### config.mk
export PLATFORM = sky130hd
export DESIGN_NAME = bgchk_top
export DESIGN_NICKNAME = d
export VERILOG_FILES = /design/src/rtl/bgchk_pkg.sv /design/src/rtl/bgchk_age.sv /design/src/rtl/bgchk_rule.sv /design/src/rtl/bgchk_top.sv
export SDC_FILE = /design/constraint.sdc
export NUM_CORES = 1
export LEC_CHECK = 0
export ABC_AREA = 0
export BUFFER_PORTS_ARGS = -buffer_cell sky130_fd_sc_hd__buf_4
export CAP_MARGIN = 20
export CORE_MARGIN = 5
export CORE_UTILIZATION = 50
export CTS_CLUSTER_SIZE = 20
export DETAILED_ROUTE_END_ITERATION = 8
export GPL_TIMING_DRIVEN = 0
export PLACE_DENSITY = 0.67
export SYNTH_ARGS = -nofsm -noshare
export SYNTH_HDL_FRONTEND = slang
export SYNTH_SLANG_ARGS = --single-unit
export TNS_END_PERCENT = 50
### constraint.sdc
create_clock -name clk -period 8.8 [get_ports clk]
set_clock_uncertainty 0.15 [all_clocks]
set_input_delay 2.64 -clock clk [delete_from_list [all_inputs] [get_ports clk]]
set_output_delay 2.64 -clock clk [all_outputs]
set_load 0.1 [all_outputs]
### src/rtl/bgchk_pkg.sv
package bgchk_pkg;
    typedef enum logic [1:0] {
        CMD_NOP = 2'b00,
        CMD_ACT = 2'b01,
        CMD_RD  = 2'b10,
        CMD_WR  = 2'b11
    } bg_cmd_e;

    localparam int RULE_RRD  = 0;
    localparam int RULE_CCD  = 1;
    localparam int RULE_WTR  = 2;
    localparam int NUM_RULES = 3;
endpackage

### src/rtl/bgchk_age.sv
// Per-group saturating "cycles since last event" counters.
module bgchk_age #(
    parameter int BG_W   = 2,
    parameter int CNT_W  = 6,
    parameter int NUM_BG = 1 << BG_W
) (
    input  logic                           clk,
    input  logic                           rst_n,
    input  logic                           hit,
    input  logic [BG_W-1:0]                grp,
    output logic [NUM_BG-1:0][CNT_W-1:0]   age
);
    localparam logic [CNT_W-1:0] AGE_MAX = '1;

    for (genvar g = 0; g < NUM_BG; g++) begin : g_grp
        always_ff @(posedge clk) begin
            if (!rst_n) begin
                age[g] <= AGE_MAX;
            end else if (hit && (grp == BG_W'(g))) begin
                age[g] <= CNT_W'(1);
            end else if (age[g] != AGE_MAX) begin
                age[g] <= age[g] + CNT_W'(1);
            end
        end
    end
endmodule

### src/rtl/bgchk_rule.sv
// Compares ages against the same-group and other-group limits.
module bgchk_rule #(
    parameter int BG_W   = 2,
    parameter int CNT_W  = 6,
    parameter int NUM_BG = 1 << BG_W
) (
    input  logic                           fire,
    input  logic [BG_W-1:0]                grp,
    input  logic [NUM_BG-1:0]              grp_mask,
    input  logic [NUM_BG-1:0][CNT_W-1:0]   age,
    input  logic [CNT_W-1:0]               lim_same,
    input  logic [CNT_W-1:0]               lim_other,
    output logic                           viol
);
    logic near;

    always_comb begin
        near = 1'b0;
        for (int g = 0; g < NUM_BG; g++) begin
            if (grp == BG_W'(g)) begin
                if (age[g] < lim_same) near = 1'b1;
            end else if (grp_mask[g]) begin
                if (age[g] < lim_other) near = 1'b1;
            end
        end
        viol = fire && near;
    end
endmodule

### src/rtl/bgchk_top.sv
module bgchk_top #(
    parameter int BG_W      = 2,
    parameter int CNT_W     = 6,
    parameter int CCD_S_MIN = 4
) (
    input  logic              clk,
    input  logic              rst_n,
    input  logic [1:0]        cmd,
    input  logic [BG_W-1:0]   bg,
    input  logic              two_grp_mode,
    input  logic [CNT_W-1:0]  lim_rrd_s,
    input  logic [CNT_W-1:0]  lim_rrd_l,
    input  logic [CNT_W-1:0]  lim_ccd_s,
    input  logic [CNT_W-1:0]  lim_ccd_l,
    input  logic [CNT_W-1:0]  lim_wtr_s,
    input  logic [CNT_W-1:0]  lim_wtr_l,
    input  logic              sticky_clr,
    output logic              viol_rrd,
    output logic              viol_ccd,
    output logic              viol_wtr,
    output logic [2:0]        viol_sticky
);
    import bgchk_pkg::*;

    localparam int              NUM_BG    = 1 << BG_W;
    localparam logic [CNT_W-1:0] CCD_FLOOR = CNT_W'(CCD_S_MIN);

    bg_cmd_e                       cmd_e;
    logic                          is_act, is_col, is_wr, is_rd;
    logic [BG_W-1:0]               grp;
    logic [NUM_BG-1:0]             grp_mask;
    logic [CNT_W-1:0]              ccd_s_eff;
    logic [NUM_BG-1:0][CNT_W-1:0]  age_act, age_col, age_wr;
    logic [NUM_RULES-1:0]          viol_c;

    // Command decode
    always_comb begin
        cmd_e  = bg_cmd_e'(cmd);
        is_act = 1'b0;
        is_col = 1'b0;
        is_wr  = 1'b0;
        is_rd  = 1'b0;
        unique case (cmd_e)
            CMD_NOP: ;
            CMD_ACT: is_act = 1'b1;
            CMD_RD:  begin is_col = 1'b1; is_rd = 1'b1; end
            CMD_WR:  begin is_col = 1'b1; is_wr = 1'b1; end
        endcase
    end

    // Group interpretation by width mode
    always_comb begin
        grp = two_grp_mode ? (bg & BG_W'(1)) : bg;
        for (int g = 0; g < NUM_BG; g++) begin
            grp_mask[g] = !two_grp_mode || (g < 2);
        end
        ccd_s_eff = (lim_ccd_s < CCD_FLOOR) ? CCD_FLOOR : lim_ccd_s;
    end

    bgchk_age #(.BG_W(BG_W), .CNT_W(CNT_W), .NUM_BG(NUM_BG)) u_age_act (
        .clk(clk), .rst_n(rst_n), .hit(is_act), .grp(grp), .age(age_act));
    bgchk_age #(.BG_W(BG_W), .CNT_W(CNT_W), .NUM_BG(NUM_BG)) u_age_col (
        .clk(clk), .rst_n(rst_n), .hit(is_col), .grp(grp), .age(age_col));
    bgchk_age #(.BG_W(BG_W), .CNT_W(CNT_W), .NUM_BG(NUM_BG)) u_age_wr (
        .clk(clk), .rst_n(rst_n), .hit(is_wr), .grp(grp), .age(age_wr));

    bgchk_rule #(.BG_W(BG_W), .CNT_W(CNT_W), .NUM_BG(NUM_BG)) u_rule_rrd (
        .fire(is_act), .grp(grp), .grp_mask(grp_mask), .age(age_act),
        .lim_same(lim_rrd_l), .lim_other(lim_rrd_s), .viol(viol_c[RULE_RRD]));
    bgchk_rule #(.BG_W(BG_W), .CNT_W(CNT_W), .NUM_BG(NUM_BG)) u_rule_ccd (
        .fire(is_col), .grp(grp), .grp_mask(grp_mask), .age(age_col),
        .lim_same(lim_ccd_l), .lim_other(ccd_s_eff), .viol(viol_c[RULE_CCD]));
    bgchk_rule #(.BG_W(BG_W), .CNT_W(CNT_W), .NUM_BG(NUM_BG)) u_rule_wtr (
        .fire(is_rd), .grp(grp), .grp_mask(grp_mask), .age(age_wr),
        .lim_same(lim_wtr_l), .lim_other(lim_wtr_s), .viol(viol_c[RULE_WTR]));

    // Registered pulses and sticky status
    always_ff @(posedge clk) begin
        if (!rst_n) begin
            viol_rrd    <= 1'b0;
            viol_ccd    <= 1'b0;
            viol_wtr    <= 1'b0;
            viol_sticky <= '0;
        end else begin
            viol_rrd    <= viol_c[RULE_RRD];
            viol_ccd    <= viol_c[RULE_CCD];
            viol_wtr    <= viol_c[RULE_WTR];
            viol_sticky <= (viol_sticky & ~{3{sticky_clr}}) | viol_c;
        end
    end
endmodule

# [Word level (Yosys, flattened, before mapping)]
# Index checks and enable logic that the tools add are counted.
[word_totals] register_bits=78 out_inout_bits=6 wordCells=200
[classes] add_sub_neg=12 n_lt_le_gt_ge=25 eq_ne=18 muxes=72 n_bitwise=4 reduce_logical=41
[op_table] op="$mux W6" count=25
[op_table] op="$lt A6 B6 Y1" count=24
[op_table] op="$add A6 B1 Y6 const B" count=12
[op_table] op="$ne A6 B6 Y1 const B" count=12
[op_table] op="$mux W1" count=46
[op_table] op="$reduce_or A2 Y1" count=13
[op_table] op="$reduce_bool A2 Y1" count=12
[op_table] op="$logic_and A1 B1 Y1" count=15
[op_table] op="$eq A2 B2 Y1 const B" count=4
[op_table] op="$lt A6 B3 Y1 const B" count=1
[op_table] op="$eq A2 B1 Y1 const B" count=2
[op_table] op="$and A3 B3 Y3" count=1
[op_table] op="$not A3 Y3" count=1
[op_table] op="$or A3 B3 Y3" count=1
[op_table] op="$logic_not A2 Y1" count=1
[op_table] op="$mux W2" count=1
[op_table] op="$not A1 Y1" count=1

# [Depth between registers and ports, before layout]
[logic_depth] ltp_word=15 mapped_depth=9 ltp_nobuf=9

# [Modules after synthesis]
# A second synthesis with hierarchy kept.
[unflattened] hier_cells=810 area_unflattened_um2=6787.8
[by_module_without_submodules] mod="bgchk_age" n_inst=3 cells_each=140 area_each_um2=1229.9 seq_area_each_um2=480.5
[by_module_without_submodules] mod="bgchk_rule" n_inst=3 cells_each=120 area_each_um2=944.7 seq_area_each_um2=0.0
[by_module_without_submodules] mod="bgchk_top" n_inst=1 cells_each=30 area_each_um2=264.0 seq_area_each_um2=120.1

# [Worst setup path before layout]
# No wires, ideal clock.
[synth_path] path_kind="input to register" startpoint="in lim_ccd_s[5]" endpoint="reg viol_sticky[1]" setup_time_ps=135 arrival_time_ps=4385 required_ps=8515 setup_slack_ps=4130 stages=8 cell_sequence="or3_4 > o21ai_0 > ha_1 > a21oi_1 > nor2_1 > o2111ai_1 > a2111oi_1 > a31oi_1"
[synth_between] elab_chain_len=15 elab_cells_between_ends=21 classes_between="5 x order compare; 14 x mux; 1 x bitwise; 1 x reduce/logical"
[synth_rtl] item="from (decl)" line="bgchk_top.sv:13" text="input logic [CNT_W-1:0] lim_ccd_s,"
[synth_rtl] item="$lt A6 B3 Y1" line="bgchk_top.sv:57" text="ccd_s_eff = (lim_ccd_s < CCD_FLOOR) ? CCD_FLOOR : lim_ccd_s;"
[synth_rtl] item="$mux W6 (*)" line="bgchk_top.sv:57"
[synth_rtl] item="$lt A6 B6 Y1" line="bgchk_rule.sv:23" text="if (age[g] < lim_other) near = 1'b1;"
[synth_rtl] item="$mux W1" line="bgchk_rule.sv:23"
[synth_rtl] item="$mux W1" line="bgchk_rule.sv:20" text="if (grp == BG_W'(g)) begin"
[synth_rtl] item="$mux W1, on equally long branches" line="bgchk_rule.sv:23, bgchk_rule.sv:21"
[synth_rtl] item="$mux W1" line="bgchk_rule.sv:20"
[synth_rtl] item="$mux W1" line="bgchk_rule.sv:23"
[synth_rtl] item="$mux W1" line="bgchk_rule.sv:22" text="end else if (grp_mask[g]) begin"
[synth_rtl] item="$mux W1" line="bgchk_rule.sv:20"
[synth_rtl] item="$mux W1" line="bgchk_rule.sv:23"
[synth_rtl] item="$mux W1" line="bgchk_rule.sv:22"
[synth_rtl] item="$mux W1 (*)" line="bgchk_rule.sv:20"
[synth_rtl] item="$logic_and A1 B1 Y1 (*)" line="bgchk_rule.sv:26" text="viol = fire && near;"
[synth_rtl] item="$or A3 B3 Y3 (*)" line="bgchk_top.sv:88" text="viol_sticky <= (viol_sticky & ~{3{sticky_clr}}) | viol_c;"
[synth_rtl] item="to (signal assigned)" line="bgchk_top.sv:88"
[synth_rtl] item="to (decl)" line="bgchk_top.sv:21" text="output logic [2:0] viol_sticky"
# Mark *: on every way between the ends. The rest lies on a longest branch, timed or not.
# A chain may end at the register's enable or synchronous reset.

# [Final worst setup path]
# Ends and elaborated chain as after synthesis.

==> impl_metrics.tcl <==
set metrics [dict create \
    r2r_slack_ps 6540 \
    fillers 1132 \
    crit_end "viol_sticky[1]$_SDFF_PN0_" \
    clockBufferDepth 2 \
    startpoint_type "input port" \
    layout_min_cycle_time_ps 5050 \
    hold_depth 2 \
    place_inst 935 \
    grt_start_max_net_pins 14 \
    drt_iter0_markers 339 \
    syn_inst 719 \
    crit_type "input port to flip-flop" \
    yosysUniqueCellTypes 45 \
    tightest_slew_ps 728 \
    grt_pass1_wl_um 27300 \
    ir_drop_mv 0.162 \
    wl_per_cell_um 17.5 \
    cts_sinks 78 \
    cts_resized 0 \
    core_area_um2 12100 \
    synth_fa_ha_area_frac 0.257 \
    grt_use_met2 0.380 \
    place_area_um2 6810 \
    relSlewSlack 0.502 \
    fin_crit_sh 0.574 \
    route.detailed.drc 0 \
    critPathMaxFanout 5 \
    antenna_cells 0 \
    synth_xor_area_frac 0.0225 \
    p_leak_nw 3.29 \
    total_power_mw 2.29 \
    root_buffer "clkbuf_16" \
    synth.avg_cell_area_um2 8.68 \
    die_h_um 122 \
    synth-compound-area-share 0.234 \
    r2r-end "viol_sticky[1]$_SDFF_PN0_" \
    grt-ovfl-total 0 \
    h-tree-depth 3 \
    hold_class "flip-flop to flip-flop" \
    synth-simple-area-share 0.183 \
    areaGrowthSynthToFinish_pct 13.9 \
    start_util 0.515 \
    io_pins 50 \
    crit_start "lim_ccd_s[5]" \
    cts.clk_slew.worst_paths_ps 60 \
    die_area_um2 14800 \
    fmax_mhz 198 \
    busiest_layer "met2" \
    syn_nets 891 \
    synth.most_common_cell "ha_1" \
    finalHoldViolations 0 \
    antenna_found_initial 0 \
    final_area_um2 7110 \
    vias 5702 \
    met3_usage 0.0469 \
    r2r_cells 7 \
    clock_latency_ps 350 \
    cts_hold_buf 0 \
    yosys-top-cells-area "ha_1 (26%), dfxtp_1 (25%), o21ai_0 (9.4%)" \
    yosysWarnings 0 \
    synth.top_cell.area_share 0.257 \
    crit_arrival_ps 5100 \
    fin_util 0.587 \
    num_rows 40 \
    synth_async_sr_flop_share 0 \
    grt.total_usage 0.232 \
    postRouteAntennaNets 0 \
    setup_viol 0 \
    synth_top_family_by_area "adder cells" \
    ys_seq_area_frac 0.250 \
    num-nets-final 950 \
    cts_buffers 9 \
    rsz0062_at_grt "false" \
    gp_congestion 0.888 \
    setup_tns_ps 0 \
    io_buffers 48 \
    post_cts_buffers 0 \
    p_per_area_nw_per_um2 323 \
    layout-drive-gt1-share 0.0959 \
    grt_util_met1 0.303 \
    layout.cells.non_filler 950 \
    dp_hpwl_um 12900 \
    synth_edf_count 0 \
    tritoncts "yes" \
    end_kind "flip-flop" \
    drtPass1Iterations 5 \
    ys_ff_latch 78 \
    drv_slew 0 \
    status "complete, no violations" \
    synthMuxAreaShare 0.0273 \
    synth_ff_type "dfxtp_1" \
    synth_top_area_cell "ha_1" \
    grt_pass1_vias 5550 \
    yosys-top-cells-count "ha_1 (128), o21ai_0 (117), dfxtp_1 (78)" \
    max-cap-violations 0 \
    avgViaCountPerCell 6.00 \
    r2r-start "u_age_col.age[16]$_SDFFE_PN1P_" \
    syn_area_um2 6240 \
    worstPathRequired_ps 8850 \
    die_w_um 122 \
    wirelength_um 16600 \
]
## worst min-delay path by stage
stage / start / endpoint / slack, ps
after floorplan: u_age_col.age[6]$_SDFFE_PP1N_ / u_age_col.age[6]$_SDFFE_PP1N_ / 380
after global placement: viol_sticky[2]$_SDFF_PN0_ / viol_sticky[2]$_SDFF_PN0_ / 300
after detailed placement: viol_sticky[2]$_SDFF_PN0_ / viol_sticky[2]$_SDFF_PN0_ / 320
after CTS: viol_sticky[2]$_SDFF_PN0_ / viol_sticky[2]$_SDFF_PN0_ / 330
after global routing: viol_sticky[2]$_SDFF_PN0_ / viol_sticky[2]$_SDFF_PN0_ / 360
final: viol_sticky[2]$_SDFF_PN0_ / viol_sticky[2]$_SDFF_PN0_ / 330
## stage by stage
| step | worst slack (ps) | hold slack [ps] |
|---|---|---|
| global placement | 3480 | 296 |
| detailed placement | 3450 | 315 |
| CTS | 3780 | 328 |
| global route | 3640 | 365 |
| finish | 3750 | 332 |
| floorplan | 4130 | 376 |
## per-layer routing
layer	wire length, µm	up-vias	share of wire
li1	-	2843	-
met1	7700	2667	0.46
met2	7680	160	0.46
met3	830	32	0.050
met4	434	0	0.026
met5	0	-	0
## registers in the layout, indices dropped and copies added, names as in the netlist
name,count
u_age_act.age,24
viol_wtr,1
viol_ccd,1
viol_sticky,3
u_age_wr.age,24
u_age_col.age,24
viol_rrd,1
## cell families (layout without fill, tap and decap cells)
group | Yosys count | after routing
fa+ha+maj | 128 | 128
simple gates | 206 | 206
flops | 78 | 78
buf+inv | 43 | 106
xor+xnor | 16 | 16
mux | 17 | 17
compound gates | 231 | 231
## area by class of cell
type | count | area, µm² | share of cell area
Clock buffer | 10 | 239 | 0.0336
Tap cell | 168 | 210 | 0.0296
Buffer | 9 | 41.3 | 0.00581
Inverter | 34 | 128 | 0.0180
Multi-Input combinational cell | 598 | 4510 | 0.634
Timing Repair Buffer | 48 | 360 | 0.0507
Sequential cell | 78 | 1560 | 0.220
Clock inverter | 5 | 58.8 | 0.00827
## critical path, cell delays in order
cell and delay (ps):
buf_4 120, or3_4 410, o21ai_0 570, ha_1 300, a21oi_1 70, nor2_1 90, o2111ai_1 110, a2111oi_1 630
a31oi_1 160
## cells in the final DEF, fill, tap and decap left out, types with 2 or more instances in the layout
cell type   netlist  final
a2111oi_0        11     11
a211o_1           3      3
a211oi_1          9      9
a211oi_2          2      2
a21o_1           36     36
a21oi_1          21     21
a31oi_1           7      7
and2_1            6      6
and3_1           37     37
buf_4             0     48
clkbuf_1          8      8
clkbuf_16         0      9
clkinvlp_4        0      2
dfxtp_1          78     78
ha_1            128    128
inv_1            34     34
mux2i_1          17     17
nand2_1          23     23
nand2b_1         20     20
nand3_1          57     57
nand3b_1         16     16
nor2_1           27     27
nor2b_1           6      6
nor3_1            3      3
nor3b_1           3      3
o2111ai_1        13     13
o21ai_0         117    117
o21ai_1           2      2
o21bai_1          2      2
xnor2_1          11     11
xor2_1            5      5
## report_power, final
| part | switching, mW | internal (mW) | total (mW) |
|---|---|---|---|
| logic | 0.606 | 0.588 | 1.19 |
| registers | 0.221 | 0.502 | 0.723 |
| clock network | 0.151 | 0.226 | 0.377 |
| total | 0.978 | 1.32 | 2.29 |
Note: power is estimated with default switching activity, not from simulation.
